`config.mk`:
```
export PLATFORM = sky130hd
export DESIGN_NAME = vctl_i2c_regs
export DESIGN_NICKNAME = d
export VERILOG_FILES = /design/src/rtl/vctl_pkg.sv /design/src/rtl/vctl_sync.sv /design/src/rtl/vctl_busev.sv /design/src/rtl/vctl_engine.sv /design/src/rtl/vctl_regfile.sv /design/src/rtl/vctl_i2c_regs.sv
export SDC_FILE = /design/constraint.sdc
export NUM_CORES = 1
export LEC_CHECK = 0
export CORE_MARGIN = 2
export CORE_UTILIZATION = 60
export CTS_BUF_LIST = sky130_fd_sc_hd__clkbuf_16
export CTS_CLUSTER_SIZE = 14
export DETAILED_ROUTE_END_ITERATION = 8
export GPL_ROUTABILITY_DRIVEN = 1
export PLACE_DENSITY = 0.9
export RECOVER_POWER = 50
export SLEW_MARGIN = 20
export SYNTH_ARGS = -nofsm -noshare
export SYNTH_HDL_FRONTEND = slang
export SYNTH_SLANG_ARGS = --single-unit
```
`constraint.sdc`:
```
create_clock -name clk -period 5 [get_ports clk]
set_clock_uncertainty 0.05 [all_clocks]
set_input_delay 1 -clock clk [delete_from_list [all_inputs] [get_ports clk]]
set_output_delay 1 -clock clk [all_outputs]
set_load 0.005 [all_outputs]
```
`src/rtl/vctl_pkg.sv`:
```
package vctl_pkg;

  typedef enum logic [2:0] {
    PH_IDLE,
    PH_ADDR,
    PH_SUB,
    PH_WR,
    PH_RD
  } phase_t;

  localparam logic [7:0] REG_RST = 8'h01;

  // bits that may hold a one, per register slot
  function automatic logic [7:0] keep_mask(input int unsigned idx);
    case (idx)
      0:       return 8'h7F;
      1:       return 8'hE3;
      default: return 8'hFF;
    endcase
  endfunction

endpackage

```
`src/rtl/vctl_sync.sv`:
```
module vctl_sync #(
  parameter int W      = 2,
  parameter int STAGES = 2
) (
  input  logic         clk,
  input  logic         rst_n,
  input  logic [W-1:0] d,
  output logic [W-1:0] q
);

  logic [W-1:0] st [STAGES];

  always_ff @(posedge clk or negedge rst_n) begin
    if (!rst_n) st[0] <= '1;
    else        st[0] <= d;
  end

  for (genvar s = 1; s < STAGES; s++) begin : g_stage
    always_ff @(posedge clk or negedge rst_n) begin
      if (!rst_n) st[s] <= '1;
      else        st[s] <= st[s-1];
    end
  end

  assign q = st[STAGES-1];

endmodule

```
`src/rtl/vctl_busev.sv`:
```
module vctl_busev (
  input  logic clk,
  input  logic rst_n,
  input  logic scl,
  input  logic sda,
  output logic rise,
  output logic fall,
  output logic start,
  output logic stop
);

  logic scl_d, sda_d;

  always_ff @(posedge clk or negedge rst_n) begin
    if (!rst_n) begin
      scl_d <= 1'b1;
      sda_d <= 1'b1;
    end else begin
      scl_d <= scl;
      sda_d <= sda;
    end
  end

  assign rise  = scl & ~scl_d;
  assign fall  = ~scl & scl_d;
  assign start = scl & scl_d & sda_d & ~sda;
  assign stop  = scl & scl_d & ~sda_d & sda;

endmodule

```
`src/rtl/vctl_engine.sv`:
```
module vctl_engine
  import vctl_pkg::*;
#(
  parameter logic [6:0] DEV_ADDR = 7'h44,
  parameter logic [7:0] BASE_SUB = 8'h10,
  parameter int         NUM_REGS = 2,
  parameter int         IW       = 1
) (
  input  logic          clk,
  input  logic          rst_n,
  input  logic          rise,
  input  logic          fall,
  input  logic          start,
  input  logic          stop,
  input  logic          sda,
  input  logic [7:0]    rd_data,
  output logic [IW-1:0] idx_o,
  output logic          we_o,
  output logic [7:0]    wdata_o,
  output logic          sda_oe_o
);

  localparam logic [8:0] LIMIT = {1'b0, BASE_SUB} + 9'(NUM_REGS);

  function automatic logic in_win(input logic [7:0] v);
    return ({1'b0, v} >= {1'b0, BASE_SUB}) && ({1'b0, v} < LIMIT);
  endfunction

  phase_t     phase, phase_n;
  logic [3:0] cnt, cnt_n;
  logic [7:0] shreg, sh_n;
  logic [7:0] ptr, ptr_n;
  logic [7:0] obyte, ob_n;
  logic       rw, rw_n;
  logic       nack, nack_n;
  logic       oe, oe_n;
  logic       we;
  logic [7:0] rd_byte;

  assign rd_byte = in_win(ptr) ? rd_data : 8'hFF;

  always_comb begin
    phase_n = phase;
    cnt_n   = cnt;
    sh_n    = shreg;
    ptr_n   = ptr;
    ob_n    = obyte;
    rw_n    = rw;
    nack_n  = nack;
    oe_n    = oe;
    we      = 1'b0;
    if (start) begin
      phase_n = PH_ADDR;
      cnt_n   = 4'd0;
      oe_n    = 1'b0;
    end else if (stop) begin
      phase_n = PH_IDLE;
      cnt_n   = 4'd0;
      oe_n    = 1'b0;
    end else if (phase != PH_IDLE) begin
      if (rise) begin
        if (cnt < 4'd8 && phase != PH_RD) sh_n = {shreg[6:0], sda};
        if (cnt == 4'd8 && phase == PH_RD) nack_n = sda;
        if (cnt < 4'd9) cnt_n = cnt + 4'd1;
      end else if (fall) begin
        if (cnt == 4'd8) begin
          case (phase)
            PH_ADDR: if (shreg[7:1] == DEV_ADDR) begin
                       oe_n = 1'b1;
                       rw_n = shreg[0];
                     end else phase_n = PH_IDLE;
            PH_SUB:  if (in_win(shreg)) begin
                       oe_n  = 1'b1;
                       ptr_n = shreg;
                     end else phase_n = PH_IDLE;
            PH_WR:   if (in_win(ptr)) begin
                       oe_n  = 1'b1;
                       we    = 1'b1;
                       ptr_n = ptr + 8'd1;
                     end else phase_n = PH_IDLE;
            default: oe_n = 1'b0;
          endcase
        end else if (cnt == 4'd9) begin
          cnt_n = 4'd0;
          oe_n  = 1'b0;
          case (phase)
            PH_ADDR: if (rw) begin
                       phase_n = PH_RD;
                       oe_n    = ~rd_byte[7];
                       ob_n    = {rd_byte[6:0], 1'b1};
                       ptr_n   = ptr + 8'd1;
                     end else phase_n = PH_SUB;
            PH_SUB:  phase_n = PH_WR;
            PH_RD:   if (nack) phase_n = PH_IDLE;
                     else begin
                       oe_n  = ~rd_byte[7];
                       ob_n  = {rd_byte[6:0], 1'b1};
                       ptr_n = ptr + 8'd1;
                     end
            default: phase_n = phase;
          endcase
        end else if (phase == PH_RD && cnt != 4'd0) begin
          oe_n = ~obyte[7];
          ob_n = {obyte[6:0], 1'b1};
        end
      end
    end
  end

  always_ff @(posedge clk or negedge rst_n) begin
    if (!rst_n) begin
      phase <= PH_IDLE;
      cnt   <= 4'd0;
      shreg <= 8'd0;
      ptr   <= 8'd0;
      obyte <= 8'hFF;
      rw    <= 1'b0;
      nack  <= 1'b0;
      oe    <= 1'b0;
    end else begin
      phase <= phase_n;
      cnt   <= cnt_n;
      shreg <= sh_n;
      ptr   <= ptr_n;
      obyte <= ob_n;
      rw    <= rw_n;
      nack  <= nack_n;
      oe    <= oe_n;
    end
  end

  assign idx_o    = IW'(ptr - BASE_SUB);
  assign we_o     = we;
  assign wdata_o  = shreg;
  assign sda_oe_o = oe;

endmodule

```
`src/rtl/vctl_regfile.sv`:
```
module vctl_regfile
  import vctl_pkg::*;
#(
  parameter int NUM_REGS = 2,
  parameter int IW       = 1
) (
  input  logic                  clk,
  input  logic                  rst_n,
  input  logic                  we,
  input  logic [IW-1:0]         idx,
  input  logic [7:0]            wdata,
  output logic [NUM_REGS*8-1:0] regs_o,
  output logic [7:0]            rd_data
);

  for (genvar i = 0; i < NUM_REGS; i++) begin : g_reg
    localparam logic [7:0]    KEEP = keep_mask(i);
    localparam logic [IW-1:0] SLOT = IW'(i);
    logic [7:0] q;
    always_ff @(posedge clk or negedge rst_n) begin
      if (!rst_n)                 q <= REG_RST & KEEP;
      else if (we && idx == SLOT) q <= wdata & KEEP;
    end
    assign regs_o[i*8 +: 8] = q;
  end

  always_comb begin
    rd_data = 8'h00;
    for (int k = 0; k < NUM_REGS; k++)
      if (idx == IW'(k)) rd_data = regs_o[k*8 +: 8];
  end

endmodule

```
`src/rtl/vctl_i2c_regs.sv`:
```
module vctl_i2c_regs #(
  parameter logic [6:0] DEV_ADDR    = 7'h44,
  parameter logic [7:0] BASE_SUB    = 8'h10,
  parameter int         SYNC_STAGES = 2
) (
  input  logic       clk,
  input  logic       rst_n,
  input  logic       scl_i,
  input  logic       sda_i,
  output logic       sda_oe_o,
  output logic       lvl5_sel_o,
  output logic       cti_en_o,
  output logic [4:0] dly_sel_o,
  output logic       core_en_o,
  output logic       pk_dly_en_o,
  output logic       pk_lowf_o,
  output logic [1:0] pk_gain_o
);

  localparam int NUM_REGS = 2;
  localparam int IW       = (NUM_REGS > 1) ? $clog2(NUM_REGS) : 1;

  logic          scl_s, sda_s;
  logic          bus_rise, bus_fall, bus_start, bus_stop;
  logic [IW-1:0] reg_idx;
  logic          reg_we;
  logic [7:0]    reg_wdata, reg_rdata;
  logic [NUM_REGS*8-1:0] reg_flat;

  vctl_sync #(.W(2), .STAGES(SYNC_STAGES)) u_sync (
    .clk(clk), .rst_n(rst_n), .d({scl_i, sda_i}), .q({scl_s, sda_s})
  );

  vctl_busev u_busev (
    .clk(clk), .rst_n(rst_n), .scl(scl_s), .sda(sda_s),
    .rise(bus_rise), .fall(bus_fall), .start(bus_start), .stop(bus_stop)
  );

  vctl_engine #(
    .DEV_ADDR(DEV_ADDR), .BASE_SUB(BASE_SUB), .NUM_REGS(NUM_REGS), .IW(IW)
  ) u_engine (
    .clk(clk), .rst_n(rst_n), .rise(bus_rise), .fall(bus_fall),
    .start(bus_start), .stop(bus_stop), .sda(sda_s), .rd_data(reg_rdata),
    .idx_o(reg_idx), .we_o(reg_we), .wdata_o(reg_wdata), .sda_oe_o(sda_oe_o)
  );

  vctl_regfile #(.NUM_REGS(NUM_REGS), .IW(IW)) u_regs (
    .clk(clk), .rst_n(rst_n), .we(reg_we), .idx(reg_idx),
    .wdata(reg_wdata), .regs_o(reg_flat), .rd_data(reg_rdata)
  );

  assign lvl5_sel_o  = reg_flat[6];
  assign cti_en_o    = reg_flat[5];
  assign dly_sel_o   = reg_flat[4:0];
  assign core_en_o   = reg_flat[15];
  assign pk_dly_en_o = reg_flat[14];
  assign pk_lowf_o   = reg_flat[13];
  assign pk_gain_o   = reg_flat[9:8];

endmodule

```
### After elaboration in Yosys (flattened, before gate mapping)

Index checks and enable logic that the tools add are counted.

| storage, ports and cells | value |
|---|---|
| logic and storage cells | 155 |
| input port bits | 4 |
| output and inout bits | 13 |
| bits in registers | 52 |

| cells by class | value |
|---|---|
| reduce and logical (&&, ||, !) cells | 27 |
| add/sub/neg operators | 3 |
| magnitude comparators | 6 |
| bitwise operators | 18 |
| equality and inequality tests | 27 |
| multiplexer cells | 60 |

Operators with widths:

| cell | number |
|---|---|
| $mux W8 | 12 |
| $pmux W8 S2 | 3 |
| $mux W3 | 12 |
| $mux W4 | 8 |
| $ne A5 B5 Y1 const B | 5 |
| $mux W1 | 21 |
| $reduce_and A10 Y1 | 2 |
| $pmux W3 S3 | 2 |
| $ge A8 B5 Y1 const B | 2 |
| $lt A8 B5 Y1 const B | 2 |
| $reduce_bool A4 Y1 | 4 |
| $ne A3 B3 Y1 const B | 5 |
| $reduce_and A5 Y1 | 3 |
| $reduce_and A12 Y1 | 1 |
| $reduce_bool A3 Y1 | 4 |
| $not A1 Y1 | 11 |
| $ne A3 B2 Y1 const B | 3 |
| $add A8 B1 Y8 const B | 1 |
| $eq A4 B4 Y1 const B | 2 |
| $lt A4 B4 Y1 const B | 2 |
| $reduce_and A8 Y1 | 1 |
| $and A1 B1 Y1 | 7 |
| $eq A7 B7 Y1 const B | 1 |
| $logic_and A1 B1 Y1 | 7 |
| 17 further kinds | 20 |

### Longest topological paths before layout

Gate-level depths: netlist of run 1.

| depth | value |
|---|---|
| word-level depth | 13 |
| gate-level depth with buffers | 9 |
| depth with buffers taken out | 7 |

### Cells and area by module

From an unflattened synthesis of run 1, not the netlist that was laid out.

| unflattened totals | value |
|---|---|
| cell total of the unflattened synthesis | 285 |
| area total of the unflattened synthesis | 2916.5 µm² |

Modules (own cells, without submodules):

| module | area each (µm²) | seq. area each (µm²) | cells each | instances |
|---|---|---|---|---|
| vctl_engine | 2108.3 | 834.6 | 232 | 1 |
| vctl_regfile | 603.1 | 302.8 | 41 | 1 |
| vctl_sync | 120.1 | 105.1 | 6 | 1 |
| vctl_busev | 85.1 | 52.6 | 6 | 1 |

### Worst setup path after synthesis of run 1

Ideal clock, no wire load.

| path | value |
|---|---|
| kind | reg2reg |
| start point | reg u_busev.scl_d |
| end point | reg u_engine.ptr[0] |
| path slack | 2.835 ns |
| cell stages (with the launch flop) | 9 |
| library setup time | 0.132 ns |
| buffers on the path | 1 |
| data arrival time | 1.983 ns |
| data required time | 4.818 ns |
| period minus slack after synthesis | 2.165 ns |
| path through | dfstp_2 > inv_1 > ha_1 > nand2b_1 > a211oi_2 > a21boi_2 > and2_1 > buf_4 > o211ai_1 |

| between the ends | value |
|---|---|
| word-level cells in the longest chain between the ends | 5 |
| elaborated cells on any way between the ends | 12 |
| classes of those cells | 11 x bitwise; 1 x reduce/logical |

RTL lines:

| element | RTL line | RTL |
|---|---|---|
| start, declared | vctl_busev.sv:12 | `logic scl_d, sda_d;` |
| start signal, assigned | vctl_busev.sv:19 | `scl_d <= scl;` |
| $and A1 B1 Y1 | vctl_busev.sv:26, vctl_busev.sv:27 |  |
| $and A1 B1 Y1, on equally long branches (2 in series) | vctl_busev.sv:27, vctl_busev.sv:26 |  |
| $not A1 Y1 (no line) | -- |  |
| $reduce_and A12 Y1 (no line) * | -- |  |
| end signal, assigned | vctl_engine.sv:124 | `ptr <= ptr_n;` |
| end, declared | vctl_engine.sv:32 | `logic [7:0] ptr, ptr_n;` |

Every way passes the cells marked *; elsewhere a longest branch is shown, timed or not.
A chain may end at the register's enable or synchronous reset.

==> results of run 1 <==
==> worst paths after layout <==
| check | endpoint | start | cells past startpoint |
|---|---|---|---|
| max in group clk | u_engine.ptr[6] | u_busev.scl_d | 7 |
| setup reg to reg | u_engine.ptr[6] | u_busev.scl_d | 7 |
| min in group asynchronous | u_regs.g_reg[1].q[5] | rst_n | 1 |
| setup / recovery | u_engine.phase[1] | rst_n | 1 |
| hold / removal | u_sync.q[1] | u_sync.st[3] | 0 |
| hold reg to reg | u_sync.q[1] | u_sync.st[3] | 0 |
==> Yosys cell counts, drive strengths merged (5+ instances only) <==
master	number
o21ai	15
and3	5
nand2	25
ha	8
a21oi	19
inv	9
mux2i	7
a31oi	11
nor2	11
nand2b	5
clkbuf	8
mux2	29
nand3	16
nand3b	6
dfrtp	36
dfstp	15
nor3	6
==> state kept, by name, indices dropped and copies added (netlist names), 2 cells and up <==
register and flops:
u_engine.phase 3, u_sync.st 2, u_engine.obyte 7, u_regs.g.q 12, u_engine.cnt 4, u_engine.ptr 8
u_engine.wdata_o 8, u_sync.q 2
==> cells by family (layout without fill, tap and decap cells) <==
group / count (synthesis) / after routing
compound gates: 69 / 69
xor+xnor: 2 / 2
fa+ha+maj: 8 / 8
buf+inv: 20 / 33
flops: 51 / 51
mux: 36 / 36
simple gates: 96 / 96
==> final cells by class <==
cell class | count | area share (%)
clock buffer | 5 | 3.86
clock inverter | 3 | 1.16
inverter | 9 | 1.04
multi-input combinational | 211 | 47.1
sequential | 51 | 40.0
tap | 54 | 2.09
timing repair buffer | 16 | 4.75
==> power by group <==
part / internal, mW / total (mW) / switching, mW
clock: 0.233 / 0.376 / 0.144
sequential: 0.450 / 0.517 / 0.0668
combinational: 0.0513 / 0.113 / 0.0619
==> per-stage QoR <==
step                      power (mW)  std cells  cell area [µm²]
after floorplan                0.580        282             2900
after detailed placement       0.631        341             3080
after global routing            1.04        349             3240
after CTS                       1.01        349             3240
final                           1.01        349             3240
after global placement         0.624        341             3080
==> metal layers <==
metal,routed length (µm),global-route usage (%),vias up
met1,2760,36.7,1140
li1,-,-,1071
met5,0,0,-
met2,3350,41.3,113
met3,410,4.94,18
met4,136,9.90,0
==> impl_metrics.py, run 1 <==
metrics = {
    "drt": {
        "drc": 0,
        "dr.pass1.iters": 5,
        "ant_nets": 0,
        "wl_per_cell_um": 19.1,
        "routed_wl_um": 6650,
        "drtIter0Drc": 203,
        "vias": 2342,
        "viasPerCell": 6.71,
    },
    "clock_tree": {
        "cts_tree": "yes",
        "clkTransAtPathRegs_ns": 0.06,
        "holdBufCountCts": 0,
        "clock-root-buffer": "clkbuf_16",
        "clkSinkCount": 51,
        "clkLatencyLatePin_ns": 0.29,
        "htree_levels": 2,
        "clock_path_buffers": 2,
        "post_cts_buffers": 0,
        "cts_made_buffers": 5,
        "cts_resized": 0,
    },
    "timing": {
        "fin_setup_tns_ns": 0,
        "fin_crit_sh_pct": 61.6,
        "setup_ws_ns": 1.92,
        "rsz0062_at_grt": "no",
        "maxSlewViolCount": 52,
        "whs_ns": 0.320,
        "finalSetupViolCount": 0,
        "maxSlewHeadroom_pct": -75.6,
        "hold_viol_final": 0,
        "worst_slew_pin_slew_ns": 2.63,
        "timing.fmax_mhz": 325,
        "period_needed_ns": 3.08,
    },
    "setup_path": {
        "start_kind": "primary input",
        "slowest_delay_ns": 1.83,
        "crit_required_ns": 4.79,
        "cp_cell_sequence": "clkbuf_1",
        "regToRegSetupSlack_ns": 2.43,
        "worstPathArrival_ns": 2.87,
        "crit_slowest_cell": "clkbuf_1",
        "crit_fanout": 51,
        "crit_type": "primary input to asynchronous set/reset pin",
        "worst-path-buf-inv": 1,
        "setup.worst_path.end_class": "asynchronous set/reset pin",
        "cp_top_family": "buffers and inverters",
    },
    "min_path": {
        "hp-class": "flip-flop to flip-flop",
    },
    "synthesis": {
        "synth_edf_count": 0,
        "synth_top_area_share_pct": 31.0,
        "ys_warn_count": 0,
        "synth_async_sr_flop_share_pct": 100,
        "synth_nets": 294,
        "synthXorXnorAreaFrac_pct": 0.603,
        "synthCells": 282,
        "synthTopCellsByArea": "dfrtp_1 31%, dfstp_2 14%, mux2_1 8.9%",
        "syn_area_mm2": 0.00290,
        "muxShareOfSynthArea_pct": 13.7,
        "synth_top_cell_by_area": "dfrtp_1",
        "ys_seq_area_share_pct": 44.6,
        "synth_fa_ha_area_share_pct": 3.45,
        "synth_compound_gate_area_share_pct": 15.8,
        "synthDistinctLibCells": 54,
        "synth.avg_cell_area_um2": 10.3,
        "synth_top_family_by_area": "simple AND/OR/NAND/NOR gates",
        "synth_flop_cell": "dfrtp_1",
        "synth-seq-cells": 51,
        "synth-simple-area-share_pct": 19.1,
    },
    "final_layout": {
        "synthToLayoutAreaGrowth_pct": 11.6,
        "n_antenna_cell": 0,
        "multi_input_area_mm2": 0.00153,
        "nets": 306,
        "utilization_pct": 69.0,
        "final-seq-area_mm2": 0.00129,
        "num-fill-cells": 316,
        "final_cell_mix": "36 x dfrtp_1, 25 x nand2_1, 23 x mux2_1",
        "final_common_cell": "dfrtp_1",
        "layout-drive-gt1-share_pct": 11.5,
    },
    "grt": {
        "grt_pass1_vias": 2162,
        "grt_max_degree": 52,
        "grt.overflow.total": 0,
        "antenna_found_initial": 0,
        "grt_usage_pct": 26.4,
        "grt_pass1_wl_um": 10900,
    },
    "outcome": {
        "violations": "capacitance limit, slew limit",
        "status": "complete, but fails checks",
    },
    "die": {
        "die_x_um": 73.6,
        "fp.dieH_um": 73.6,
        "coreArea_mm2": 0.00469,
        "die-area_mm2": 0.00541,
        "initial_core_util_pct": 61.9,
        "placementRows": 25,
        "pin_count": 17,
    },
    "pwr": {
        "peakVddDrop_mv": 0.355,
        "p_per_area_mw_per_mm2": 311,
        "power_leakage_nw": 1.39,
    },
    "placed_design": {
        "globalplace.congestion": 0.938,
        "dp_hpwl_um": 4410,
        "port-buffer-count": 16,
        "place_ws_ns": 2.48,
    },
    "flow_run": {
        "max_cap_viol_count": 1,
    },
}
(Power assumes the default switching activity.)
==> run 2, diff against run 1 <==
--- a/config.mk
+++ b/config.mk
@@ -6,12 +6,12 @@
 export NUM_CORES = 1
 export LEC_CHECK = 0
 export CORE_MARGIN = 2
-export CORE_UTILIZATION = 60
+export CORE_UTILIZATION = 59
 export CTS_BUF_LIST = sky130_fd_sc_hd__clkbuf_16
 export CTS_CLUSTER_SIZE = 14
 export DETAILED_ROUTE_END_ITERATION = 8
 export GPL_ROUTABILITY_DRIVEN = 1
-export PLACE_DENSITY = 0.9
+export PLACE_DENSITY = 0.89
 export RECOVER_POWER = 50
 export SLEW_MARGIN = 20
 export SYNTH_ARGS = -nofsm -noshare
==> constraint.sdc (replaced) <==
create_clock -name clk -period 3.1 [get_ports clk]
set_clock_uncertainty 0.05 [all_clocks]
set_input_delay 0.62 -clock clk [delete_from_list [all_inputs] [get_ports clk]]
set_output_delay 0.62 -clock clk [all_outputs]
set_load 0.005 [all_outputs]
==> run 2 against run 1 <==
Critical endpoint is now u_engine.ptr[1]. Highest routed layer unchanged. Design area is 1.4% higher. Sequential share of layout area is 0.55 points lower. Largest power group unchanged. First-iteration DRC count is 34% higher. Sequential cell count stayed put. Clock power is 72% higher. Sequential power is 63% higher. Die area is 1.6% higher. Critical path depth is 7 higher. Setup slack worse by 1.3 ns. Critical path type is now flip-flop to flip-flop. Combinational power is 69% higher. The run now ends clean. Count of clock-buffer cells in the layout is 2 higher. Worst hold slack worse by 0.015 ns.
==> impl_metrics.py, run 2 (synthesis gave the netlist of run 1 again) <==
metrics = {
    "outcome": {
        "status": "completed",
    },
    "final_layout": {
        "final_common_cell": "dfrtp_1",
        "utilization_pct": 69.5,
        "synthToLayoutAreaGrowth_pct": 13.1,
        "regMostFlops": "u_regs.g.q",
        "n_antenna_cell": 0,
        "nets": 308,
        "final_cell_mix": "36 x dfrtp_1, 25 x nand2_1, 23 x mux2_1",
        "largest_reg_flops": 12,
        "layout-drive-gt1-share_pct": 12.5,
    },
    "pwr": {
        "peakVddDrop_mv": 0.422,
        "combPwrFrac_pct": 11.4,
        "pwr-share-clk_pct": 38.4,
        "p_switching_uw": 478,
        "seqPwrFrac_pct": 50.2,
        "power_leakage_nw": 1.40,
        "intPower_mw": 1.20,
        "p_per_area_mw_per_mm2": 512,
        "p_sw_share_pct": 28.4,
    },
    "min_path": {
        "hp-class": "flip-flop to flip-flop",
        "hold_end": "u_sync.q[0]",
        "hold_depth": 0,
        "min_from": "u_sync.st[2]",
    },
    "drt": {
        "drc": 0,
        "vias": 2409,
        "dr.pass1.iters": 6,
        "drtIter0Drc": 273,
        "viasPerCell": 6.62,
        "routed_wl_um": 7130,
        "ant_nets": 0,
        "wl_per_cell_um": 19.6,
    },
    "clock_tree": {
        "cts_tree": "yes",
        "cts_resized": 0,
        "post_cts_buffers": 0,
        "clkSinkCount": 51,
        "htree_levels": 2,
        "clkTransAtPathRegs_ns": 0.07,
        "clock-root-buffer": "clkbuf_16",
        "clkLatencyLatePin_ns": 0.29,
        "cts_made_buffers": 5,
        "clock_path_buffers": 2,
        "holdBufCountCts": 0,
    },
    "grt": {
        "grt_pass1_wl_um": 11600,
        "grt.overflow.total": 0,
        "antenna_found_initial": 0,
        "grt_pass1_vias": 2294,
        "grt_usage_pct": 28.1,
        "grt_max_degree": 49,
    },
    "timing": {
        "fin_crit_sh_pct": 80.0,
        "maxSlewViolCount": 0,
        "maxSlewHeadroom_pct": 22.7,
        "timing.fmax_mhz": 403,
        "rsz0062_at_grt": "no",
        "hold_viol_final": 0,
        "period_needed_ns": 2.48,
        "fin_setup_tns_ns": 0,
        "finalSetupViolCount": 0,
        "worst_slew_pin_slew_ns": 1.16,
    },
    "die": {
        "initial_core_util_pct": 61.5,
        "placementRows": 25,
        "coreArea_mm2": 0.00472,
        "fp.dieH_um": 74.1,
        "die_x_um": 74.1,
        "die-area_mm2": 0.00550,
        "pin_count": 17,
    },
    "setup_path": {
        "r2r-start": "u_busev.scl_d",
        "worst-path-buf-inv": 2,
        "crit_fanout": 10,
        "crit_type": "flip-flop to flip-flop",
        "worstPathArrival_ns": 2.58,
        "rr_endpoint": "u_engine.ptr[1]",
        "setup.worst_path.end_class": "flip-flop",
        "crit_slowest_cell": "dfstp_2",
        "start_kind": "flip-flop",
        "cp_cell_sequence": "inv_1 > ha_1 > nand2b_1 > a211oi_2 > a21boi_2 > buf_4 > and2_1 > a21oi_1",
        "slowest_delay_ns": 0.55,
        "cp_top_family": "compound AO/OA/AOI/OAI gates",
        "crit_required_ns": 3.20,
        "r2r_cells": 8,
        "regToRegSetupSlack_ns": 0.62,
    },
    "flow_run": {
        "max_cap_viol_count": 0,
    },
    "placed_design": {
        "port-buffer-count": 16,
        "dp_hpwl_um": 4480,
        "globalplace.congestion": 0.953,
    },
}
==> run 2: changes by cell type in the layout (fill, tap and decap cells not counted), sizes merged <==
| cell | delta |
|---|---|
| clkbuf | +3 |
| buf | +1 |
| bufinv | -1 |
| inv | -1 |
==> run 2: per-stage QoR <==
stage | total power [mW] | std cells | cell area (µm²) | worst slack [ns] | hold slack [ns]
global placement | 1.02 | 356 | 3110 | 0.782 | 0.296
floorplan | 0.936 | 282 | 2900 | 0.935 | 0.274
global route | 1.73 | 364 | 3280 | 0.491 | 0.310
detailed placement | 1.03 | 356 | 3110 | 0.679 | 0.302
CTS | 1.67 | 364 | 3290 | 0.642 | 0.302
finish | 1.68 | 364 | 3280 | 0.621 | 0.306
==> run 2: per-layer routing <==
layer  GRT usage (%)  up-vias  wire [µm]
met5               0        -          0
met4            11.9        0        200
met3            5.42       26        519
met2            43.2      119       3480
met1            39.3     1188       2930
li1                -     1076          -
==> run 2: worst max-delay path by stage <==
| stage | from | end | slack, ns | cells after the start |
|---|---|---|---|---|
| after floorplan | u_busev.scl_d | u_engine.ptr[0] | 0.93 | 8 |
| after global placement | u_busev.scl_d | u_engine.ptr[0] | 0.78 | 8 |
| final | u_busev.scl_d | u_engine.ptr[1] | 0.62 | 8 |
| after global routing | u_busev.scl_d | u_regs.g_reg[1].q[7] | 0.49 | 6 |
| after CTS | u_busev.scl_d | u_engine.ptr[1] | 0.64 | 8 |
| after detailed placement | u_busev.scl_d | u_engine.ptr[2] | 0.68 | 8 |
==> run 2: cell type report <==
type	count	area (µm²)
inverters	9	33.8
clock inverters	1	3.75
repair buffers	18	166
clock buffers	7	175
well taps	67	83.8
fillers	318	1440
multi-input cells	211	1530
flip-flops and latches	51	1290
==> run 2: power by group through the flow <==
| stage | combinational, mW | clock [mW] | sequential (mW) |
|---|---|---|---|
| 2_1_floorplan | 0.139 | 0 | 0.797 |
| 3_3_place_gp | 0.174 | 0 | 0.841 |
| 4_1_cts | 0.189 | 0.647 | 0.838 |
| 5_1_grt | 0.208 | 0.676 | 0.850 |
| 6_report | 0.191 | 0.646 | 0.845 |
| 3_5_place_dp | 0.181 | 0 | 0.844 |
==> run 2: worst reg2reg max path: cells and delay by family (launching register included) <==
family | cells | cell delay (ns)
buf+inv | 2 | 0.22
simple gates | 2 | 0.55
fa+ha+maj | 1 | 0.24
flops | 1 | 0.55
compound gates | 3 | 0.74
